--- config.mk ---
export PLATFORM = sky130hd
export DESIGN_NAME = muxbus_decoder
export DESIGN_NICKNAME = d
export VERILOG_FILES = /design/src/rtl/muxbus_pkg.sv /design/src/rtl/muxbus_addr_latch.sv /design/src/rtl/muxbus_region_decode.sv /design/src/rtl/muxbus_strobe_gen.sv /design/src/rtl/muxbus_decoder.sv
export SDC_FILE = /design/constraint.sdc
export NUM_CORES = 1
export LEC_CHECK = 0
export BUFFER_PORTS_ARGS = -buffer_cell sky130_fd_sc_hd__buf_2
export CAP_MARGIN = 20
export CORE_MARGIN = 2
export CORE_UTILIZATION = 45
export CTS_BUF_LIST = sky130_fd_sc_hd__clkbuf_16
export DETAILED_ROUTE_END_ITERATION = 16
export PLACE_DENSITY = 0.8
export RECOVER_POWER = 25
export SYNTH_ARGS = -nofsm -noshare
export SYNTH_HDL_FRONTEND = slang
export SYNTH_HIERARCHICAL = 1
export SYNTH_SLANG_ARGS = --single-unit
--- constraint.sdc ---
create_clock -name clk -period 2 [get_ports clk]
set_input_delay 0.2 -clock clk [delete_from_list [all_inputs] [get_ports clk]]
set_output_delay 0.2 -clock clk [all_outputs]
set_load 0.02 [all_outputs]
--- src/rtl/muxbus_pkg.sv ---
package muxbus_pkg;

    // Access target chosen by the region decoder.
    typedef enum logic [1:0] {
        TGT_NONE = 2'd0,
        TGT_ROM  = 2'd1,
        TGT_RAM  = 2'd2,
        TGT_IO   = 2'd3
    } tgt_e;

    // Registered active-low control outputs.
    typedef struct packed {
        logic rom_cs_n;
        logic ram_cs_n;
        logic ram_oe_n;
        logic ram_we_n;
        logic io_in_n;
        logic io_out_n;
        logic xcvr_oe_n;
    } strobe_t;

    localparam strobe_t STROBE_IDLE = '{
        rom_cs_n:  1'b1,
        ram_cs_n:  1'b1,
        ram_oe_n:  1'b1,
        ram_we_n:  1'b1,
        io_in_n:   1'b1,
        io_out_n:  1'b1,
        xcvr_oe_n: 1'b1
    };

endpackage

--- src/rtl/muxbus_addr_latch.sv ---
module muxbus_addr_latch #(
    parameter int ADDR_W = 16,
    parameter int DATA_W = 8
) (
    input  logic                     clk,
    input  logic                     rst_n,
    input  logic                     as_i,
    input  logic                     rnw_i,
    input  logic [DATA_W-1:0]        ad_i,
    input  logic [ADDR_W-DATA_W-1:0] hi_i,
    output logic [ADDR_W-1:0]        addr_o,
    output logic                     rnw_o,
    output logic                     dphase_d_o
);

    typedef struct packed {
        logic              as_prev;
        logic [ADDR_W-1:0] addr;
        logic              rnw;
        logic              valid;
        logic              dphase;
    } lat_t;

    lat_t st_d, st_q;
    logic as_fall;

    always_comb begin
        st_d         = st_q;
        st_d.as_prev = as_i;
        as_fall      = st_q.as_prev & ~as_i;
        if (as_i) begin
            st_d.valid  = 1'b0;
            st_d.dphase = 1'b0;
        end else if (as_fall) begin
            st_d.addr   = {hi_i, ad_i};
            st_d.rnw    = rnw_i;
            st_d.valid  = 1'b1;
            st_d.dphase = 1'b0;
        end else begin
            st_d.dphase = st_q.valid;
        end
    end

    always_ff @(posedge clk) begin
        if (!rst_n) begin
            st_q <= '0;
        end else begin
            st_q <= st_d;
        end
    end

    assign addr_o     = st_q.addr;
    assign rnw_o      = st_q.rnw;
    assign dphase_d_o = st_d.dphase;

    // capture on the strobe falling edge
    a_r2_capture: assert property (@(posedge clk) disable iff (!rst_n)
        (st_q.as_prev && !as_i) |=> (addr_o == $past({hi_i, ad_i})));

    // hold between falling edges
    a_r2_hold: assert property (@(posedge clk) disable iff (!rst_n)
        !(st_q.as_prev && !as_i) |=> $stable(addr_o));

    // direction taken on the same edge as the address
    a_r3_dir_capture: assert property (@(posedge clk) disable iff (!rst_n)
        (st_q.as_prev && !as_i) |=> (rnw_o == $past(rnw_i)));

    // direction steady while no new strobe arrives
    a_r3_dir_hold: assert property (@(posedge clk) disable iff (!rst_n)
        !(st_q.as_prev && !as_i) |=> $stable(rnw_o));

endmodule

--- src/rtl/muxbus_region_decode.sv ---
module muxbus_region_decode
    import muxbus_pkg::*;
#(
    parameter int                 ADDR_W   = 16,
    parameter int                 ROM_AW   = 15,
    parameter int                 RAM_AW   = 13,
    parameter int                 IO_AW    = 8,
    parameter logic [ADDR_W-1:0]  ROM_BASE = 16'h8000,
    parameter logic [ADDR_W-1:0]  RAM_BASE = 16'h0000,
    parameter logic [ADDR_W-1:0]  IO_BASE  = 16'h4000
) (
    input  logic [ADDR_W-1:0] addr_i,
    output tgt_e              tgt_o
);

    localparam int NREG = 3;
    localparam int REG_ROM = 0;
    localparam int REG_RAM = 1;
    localparam int REG_IO  = 2;
    localparam logic [ADDR_W-1:0] BASES [NREG] = '{ROM_BASE, RAM_BASE, IO_BASE};
    localparam int                SPANS [NREG] = '{ROM_AW, RAM_AW, IO_AW};

    logic [NREG-1:0] hit;

    // One comparator per region: upper bits above the region's span must match.
    for (genvar g = 0; g < NREG; g++) begin : g_region
        assign hit[g] = ((addr_i >> SPANS[g]) == (BASES[g] >> SPANS[g]));
    end

    // Fixed priority ROM > RAM > IO; regions never overlap with the defaults.
    always_comb begin
        if (hit[REG_ROM]) begin
            tgt_o = TGT_ROM;
        end else if (hit[REG_RAM]) begin
            tgt_o = TGT_RAM;
        end else if (hit[REG_IO]) begin
            tgt_o = TGT_IO;
        end else begin
            tgt_o = TGT_NONE;
        end
    end

endmodule

--- src/rtl/muxbus_strobe_gen.sv ---
module muxbus_strobe_gen
    import muxbus_pkg::*;
(
    input  logic    clk,
    input  logic    rst_n,
    input  logic    as_i,
    input  logic    dphase_i,
    input  logic    rnw_i,
    input  tgt_e    tgt_i,
    output strobe_t str_o
);

    strobe_t str_d, str_q;

    always_comb begin
        str_d = STROBE_IDLE;
        if (dphase_i) begin
            unique case (tgt_i)
                TGT_ROM: begin
                    if (rnw_i) begin
                        str_d.rom_cs_n  = 1'b0;
                        str_d.xcvr_oe_n = 1'b0;
                    end
                end
                TGT_RAM: begin
                    str_d.ram_cs_n  = 1'b0;
                    str_d.ram_oe_n  = 1'b0;
                    str_d.ram_we_n  = rnw_i;
                    str_d.xcvr_oe_n = 1'b0;
                end
                TGT_IO: begin
                    str_d.io_in_n   = ~rnw_i;
                    str_d.io_out_n  = rnw_i;
                    str_d.xcvr_oe_n = 1'b0;
                end
                default: begin
                    str_d = STROBE_IDLE;
                end
            endcase
        end
    end

    always_ff @(posedge clk) begin
        if (!rst_n) begin
            str_q <= STROBE_IDLE;
        end else begin
            str_q <= str_d;
        end
    end

    assign str_o = str_q;

    // strobe high clears every enable on the next edge
    a_r5_as_clears: assert property (@(posedge clk) disable iff (!rst_n)
        as_i |=> (str_q == STROBE_IDLE));

    // nothing asserted right after the latching edge
    a_r4_delayed_enable: assert property (@(posedge clk) disable iff (!rst_n)
        $fell(as_i) |=> (str_q == STROBE_IDLE));

    // a RAM write also holds output enable and select low
    a_r8_write_with_oe: assert property (@(posedge clk) disable iff (!rst_n)
        !str_q.ram_we_n |-> (!str_q.ram_oe_n && !str_q.ram_cs_n));

    // I/O buffers never both on
    a_r9_io_exclusive: assert property (@(posedge clk) disable iff (!rst_n)
        !(!str_q.io_in_n && !str_q.io_out_n));

    // single target
    a_r11_one_target: assert property (@(posedge clk) disable iff (!rst_n)
        $countones({~str_q.rom_cs_n, ~str_q.ram_cs_n,
                    ~str_q.io_in_n, ~str_q.io_out_n}) <= 1);

    // transceiver enabled exactly with a target
    a_r12_xcvr_tracks: assert property (@(posedge clk) disable iff (!rst_n)
        (!str_q.xcvr_oe_n) == (!str_q.rom_cs_n || !str_q.ram_cs_n ||
                               !str_q.io_in_n || !str_q.io_out_n));

endmodule

--- src/rtl/muxbus_decoder.sv ---
module muxbus_decoder
    import muxbus_pkg::*;
#(
    parameter int                 ADDR_W   = 16,
    parameter int                 DATA_W   = 8,
    parameter int                 ROM_AW   = 15,
    parameter int                 RAM_AW   = 13,
    parameter int                 IO_AW    = 8,
    parameter logic [ADDR_W-1:0]  ROM_BASE = 16'h8000,
    parameter logic [ADDR_W-1:0]  RAM_BASE = 16'h0000,
    parameter logic [ADDR_W-1:0]  IO_BASE  = 16'h4000
) (
    input  logic                     clk,
    input  logic                     rst_n,
    input  logic                     as_i,
    input  logic                     rnw_i,
    input  logic [DATA_W-1:0]        ad_i,
    input  logic [ADDR_W-DATA_W-1:0] addr_hi_i,
    output logic [ADDR_W-1:0]        addr_o,
    output logic [ROM_AW-1:0]        rom_addr_o,
    output logic [RAM_AW-1:0]        ram_addr_o,
    output logic                     xcvr_dir_o,
    output logic                     xcvr_oe_n_o,
    output logic                     rom_cs_n_o,
    output logic                     ram_cs_n_o,
    output logic                     ram_oe_n_o,
    output logic                     ram_we_n_o,
    output logic                     io_in_en_n_o,
    output logic                     io_out_en_n_o
);

    logic [ADDR_W-1:0] lat_addr;
    logic              lat_rnw;
    logic              dphase_d;
    tgt_e              tgt;
    strobe_t           str;

    muxbus_addr_latch #(
        .ADDR_W (ADDR_W),
        .DATA_W (DATA_W)
    ) u_latch (
        .clk        (clk),
        .rst_n      (rst_n),
        .as_i       (as_i),
        .rnw_i      (rnw_i),
        .ad_i       (ad_i),
        .hi_i       (addr_hi_i),
        .addr_o     (lat_addr),
        .rnw_o      (lat_rnw),
        .dphase_d_o (dphase_d)
    );

    muxbus_region_decode #(
        .ADDR_W   (ADDR_W),
        .ROM_AW   (ROM_AW),
        .RAM_AW   (RAM_AW),
        .IO_AW    (IO_AW),
        .ROM_BASE (ROM_BASE),
        .RAM_BASE (RAM_BASE),
        .IO_BASE  (IO_BASE)
    ) u_decode (
        .addr_i (lat_addr),
        .tgt_o  (tgt)
    );

    muxbus_strobe_gen u_strobe (
        .clk      (clk),
        .rst_n    (rst_n),
        .as_i     (as_i),
        .dphase_i (dphase_d),
        .rnw_i    (lat_rnw),
        .tgt_i    (tgt),
        .str_o    (str)
    );

    assign addr_o        = lat_addr;
    assign rom_addr_o    = lat_addr[ROM_AW-1:0];
    assign ram_addr_o    = lat_addr[RAM_AW-1:0];
    assign xcvr_dir_o    = lat_rnw;
    assign xcvr_oe_n_o   = str.xcvr_oe_n;
    assign rom_cs_n_o    = str.rom_cs_n;
    assign ram_cs_n_o    = str.ram_cs_n;
    assign ram_oe_n_o    = str.ram_oe_n;
    assign ram_we_n_o    = str.ram_we_n;
    assign io_in_en_n_o  = str.io_in_n;
    assign io_out_en_n_o = str.io_out_n;

endmodule

==> impl_results.rst <==
.. list-table::
   :header-rows: 1

   * - Metric
     - Value
   * - Critical path start-end classification
     - input port to flop
   * - Clock Skew
     - 0.003419 ns
   * - Most common cell in the netlist
     - sky130_fd_sc_hd__buf_4
   * - Mux cell area share after synthesis
     - 12.76%
   * - Number of instances on the worst hold path
     - 2
   * - Final Wtd Congestion
     - 0.7407
   * - Buffers from clock root to sink, at most
     - 2
   * - Final min period
     - 1.484 ns
   * - Synth warnings
     - 6
   * - Post-synthesis share of cell area spent on xor and xnor gates
     - 0%
   * - Fraction of layout cells with a size suffix above 1
     - 36.42%
   * - Global-route total usage across every layer
     - 13.72%
   * - Core area
     - 2781 um^2
   * - Critical path startpoint category
     - input port
   * - Initial antenna violation count
     - 0
   * - Worst hold path class
     - input port to flop
   * - Filler cell count in the final layout
     - 276
   * - Placement row count
     - 19
   * - Count of final hold-check violations
     - 0
   * - Unrepaired setup endpoints after global routing
     - no
   * - Horizontal die dimension
     - 58.44 um
   * - Fraction of the mapped netlist area in simple logic gates
     - 17.73%
   * - Number of remaining DRC errors
     - 0
   * - Reg area
     - 500.5 um^2
   * - Dominant combinational cell family by area after synthesis
     - buffers and inverters
   * - Number of nets in the synthesized netlist
     - 166
   * - Number of global-route vias before repair
     - 807
   * - Pins Over Slew Limit
     - 0
   * - Portion of synthesized cell area occupied by the leading cell type
     - 37.52%
   * - Clock-pin transition on the worst setup and hold timing paths
     - 0.06 ns
   * - Average wire per cell in the routed design
     - 11.49 um
   * - Status
     - finished, final reports clean
   * - Most instantiated cells after synthesis
     - sky130_fd_sc_hd__buf_4, sky130_fd_sc_hd__nand2_1, sky130_fd_sc_hd__dfxtp_1
   * - Largest net degree at the start of global routing
     - 27
   * - Root Buffer
     - sky130_fd_sc_hd__clkbuf_16
   * - Residual overflow from global routing
     - 0
   * - TritonCTS clock tree
     - done
   * - Max Clock Freq
     - 0.6736 GHz
   * - Synthesis-stage register bit count
     - 25
   * - Count of unique library cells instantiated by Yosys
     - 18
   * - Number of DRC markers in iteration 0
     - 17
   * - Setup-violating endpoint count in the final report
     - 0
   * - Post-synthesis instance area
     - 1334 um^2
   * - H-tree depth reported by CTS
     - 1
   * - Most used flip-flop cell after synthesis
     - sky130_fd_sc_hd__dfxtp_1
   * - Final cell count without fillers
     - 204
   * - Cell count after synthesis
     - 146
   * - Total of max-cap violations
     - 0
   * - DRT Pass-1 Iters
     - 2
   * - R2R cell count
     - 4
   * - Post-synthesis cell type with the largest combined area
     - sky130_fd_sc_hd__dfxtp_1
   * - DR vias/cell
     - 4.505
   * - Initial core utilization
     - 47.95%
   * - Share of the yosys chip area belonging to registers
     - 37.52%
   * - Placed cells
     - 200
   * - Final std cell area, no fill
     - 1406 um^2
   * - Ys async rst share
     - 0%
   * - Kind of end point of the critical path
     - flop
   * - Area overhead of the layout relative to synthesis
     - 5.441%
   * - Port Buffers
     - 71
   * - Actual slew at the worst max-slew pin
     - 0.9974 ns
   * - Total Die Area
     - 3415 um^2
   * - Top-level port count
     - 72
   * - Mean cell area of the mapped netlist
     - 9.135 um^2
   * - Num Clock Sinks
     - 25
   * - Chip Height
     - 58.44 um
   * - Top cells by area in the synthesized netlist
     - sky130_fd_sc_hd__dfxtp_1, sky130_fd_sc_hd__buf_4, sky130_fd_sc_hd__mux2i_1
   * - Area after DPL
     - 1350 um^2
   * - Remaining antenna violation count
     - 0
   * - Data arrival time of the critical path
     - 1.66 ns
   * - Area used by multi-input combinational logic
     - 432.9 um^2
   * - Synth Area in Compound Gates
     - 1.970%
   * - Static leakage
     - 0.6654 nW
   * - Crit Path Max Fanout
     - 26
   * - Diode insertion count for antenna repair
     - 0
   * - DP Wirelength
     - 1774 um
   * - Clock network latency to the later pin of the worst-skew pair
     - 0.26 ns
   * - Total Neg Setup Slack
     - 0 ns
   * - Total power per unit cell area
     - 791.9 nW/um^2
   * - Number of setup buffers added after CTS
     - 0
   * - Worst Path Required
     - 2.18 ns
   * - Final routed wirelength across all metal layers
     - 2344 um
   * - Worst VDD drop
     - 682.1 uV
   * - Vias
     - 919
   * - Cts repair resizes
     - 0
   * - Number of enable-type register cells in the synthesized netlist
     - 0
   * - Post-CTS Hold Buffers
     - 0
   * - Wire length of the first global-routing pass
     - 3608 um
   * - Post-synthesis share of cell area spent on full adders, half adders and majority gates
     - 0%
   * - Layout Nets
     - 194
   * - Number of CTS-inserted buffers
     - 3
   * - Fin crit share
     - 74.22%
   * - Slew HR
     - 33.50%
==> registers in the layout, summed over array words and instances (netlist names) <==
signal          flops
u_strobe/str_o      6
u_latch/addr_o     16
u_latch/rnw_o       1
u_latch/st_q        2
==> worst max-delay path: stages <==
cell and delay, ns:
sky130_fd_sc_hd__clkbuf_1 0.36, sky130_fd_sc_hd__clkbuf_1 0.80, sky130_fd_sc_hd__nand2_1 0.13, sky130_fd_sc_hd__mux2i_1 0.18
==> layout make-up <==
cell class	instances	share of cell area [%]
multi-input combinational	70	30.78
clock inverter	1	0.5338
tap	31	2.758
timing repair buffer	74	25.00
sequential	25	35.59
clock buffer	3	5.338
==> path summary, 6_finish.rpt <==
path | start | to | slack [ns]
setup / recovery | rst_n | u_latch/addr_o[12] | 0.52
hold / removal | as_i | u_latch/st_q[1] | 0.17
setup reg to reg | u_latch/addr_o[9] | u_strobe/str_o[3] | 0.65
hold reg to reg | u_latch/addr_o[2] | u_latch/addr_o[2] | 0.48
==> power by group <==
part           switching, mW  total, mW  internal (mW)
registers             0.0144      0.527          0.512
logic                 0.0891      0.145         0.0563
clock network          0.171      0.441          0.271
total                  0.274       1.11          0.840
==> layout by cell type (no fill, tap or decap), types with 2 or more instances in the layout <==
cell,Yosys,routed
sky130_fd_sc_hd__nor3b_1,2,2
sky130_fd_sc_hd__and2_1,2,2
sky130_fd_sc_hd__clkbuf_16,0,3
sky130_fd_sc_hd__nor3_1,2,2
sky130_fd_sc_hd__mux2i_1,17,17
sky130_fd_sc_hd__dfxtp_1,25,25
sky130_fd_sc_hd__a21o_2,2,2
sky130_fd_sc_hd__buf_4,47,2
sky130_fd_sc_hd__nand2_1,35,35
sky130_fd_sc_hd__clkbuf_1,0,19
sky130_fd_sc_hd__nor2_1,2,2
sky130_fd_sc_hd__buf_2,1,53
sky130_fd_sc_hd__nand4b_1,3,3
==> stage by stage <==
stage               utilization, %  hold WS, ns  power, mW  worst slack (ns)
floorplan                        -       0.2761     0.6779            0.6507
global placement             48.54       0.4333     0.6852            0.7137
detailed placement           48.54       0.4357     0.6867            0.6780
CTS                          51.51       0.1628      1.132            0.6569
global route                 50.56       0.1842      1.167            0.3255
finish                       50.56       0.1702      1.114            0.5155
==> layer usage <==
| metal | part of all wire (%) | track usage [%] | vias up | wire length (um) |
|---|---|---|---|---|
| met1 | 44 | 16.71 | 400 | 1035 |
| met3 | 8.1 | 3.736 | 2 | 191 |
| li1 | - | - | 479 | - |
| met2 | 47 | 22.79 | 38 | 1109 |
| met5 | 0 | 0 | - | 0 |
| met4 | 0.34 | 5.648 | 0 | 8 |
==> cells by family (layout without fill, tap and decap cells) <==
family | Yosys count | in the layout
buffers and inverters | 51 | 78
DFF | 25 | 25
AOI/OAI and AO/OA | 3 | 3
and+or+nand+nor | 50 | 50
muxes | 17 | 17
(Power assumes the default switching activity.)
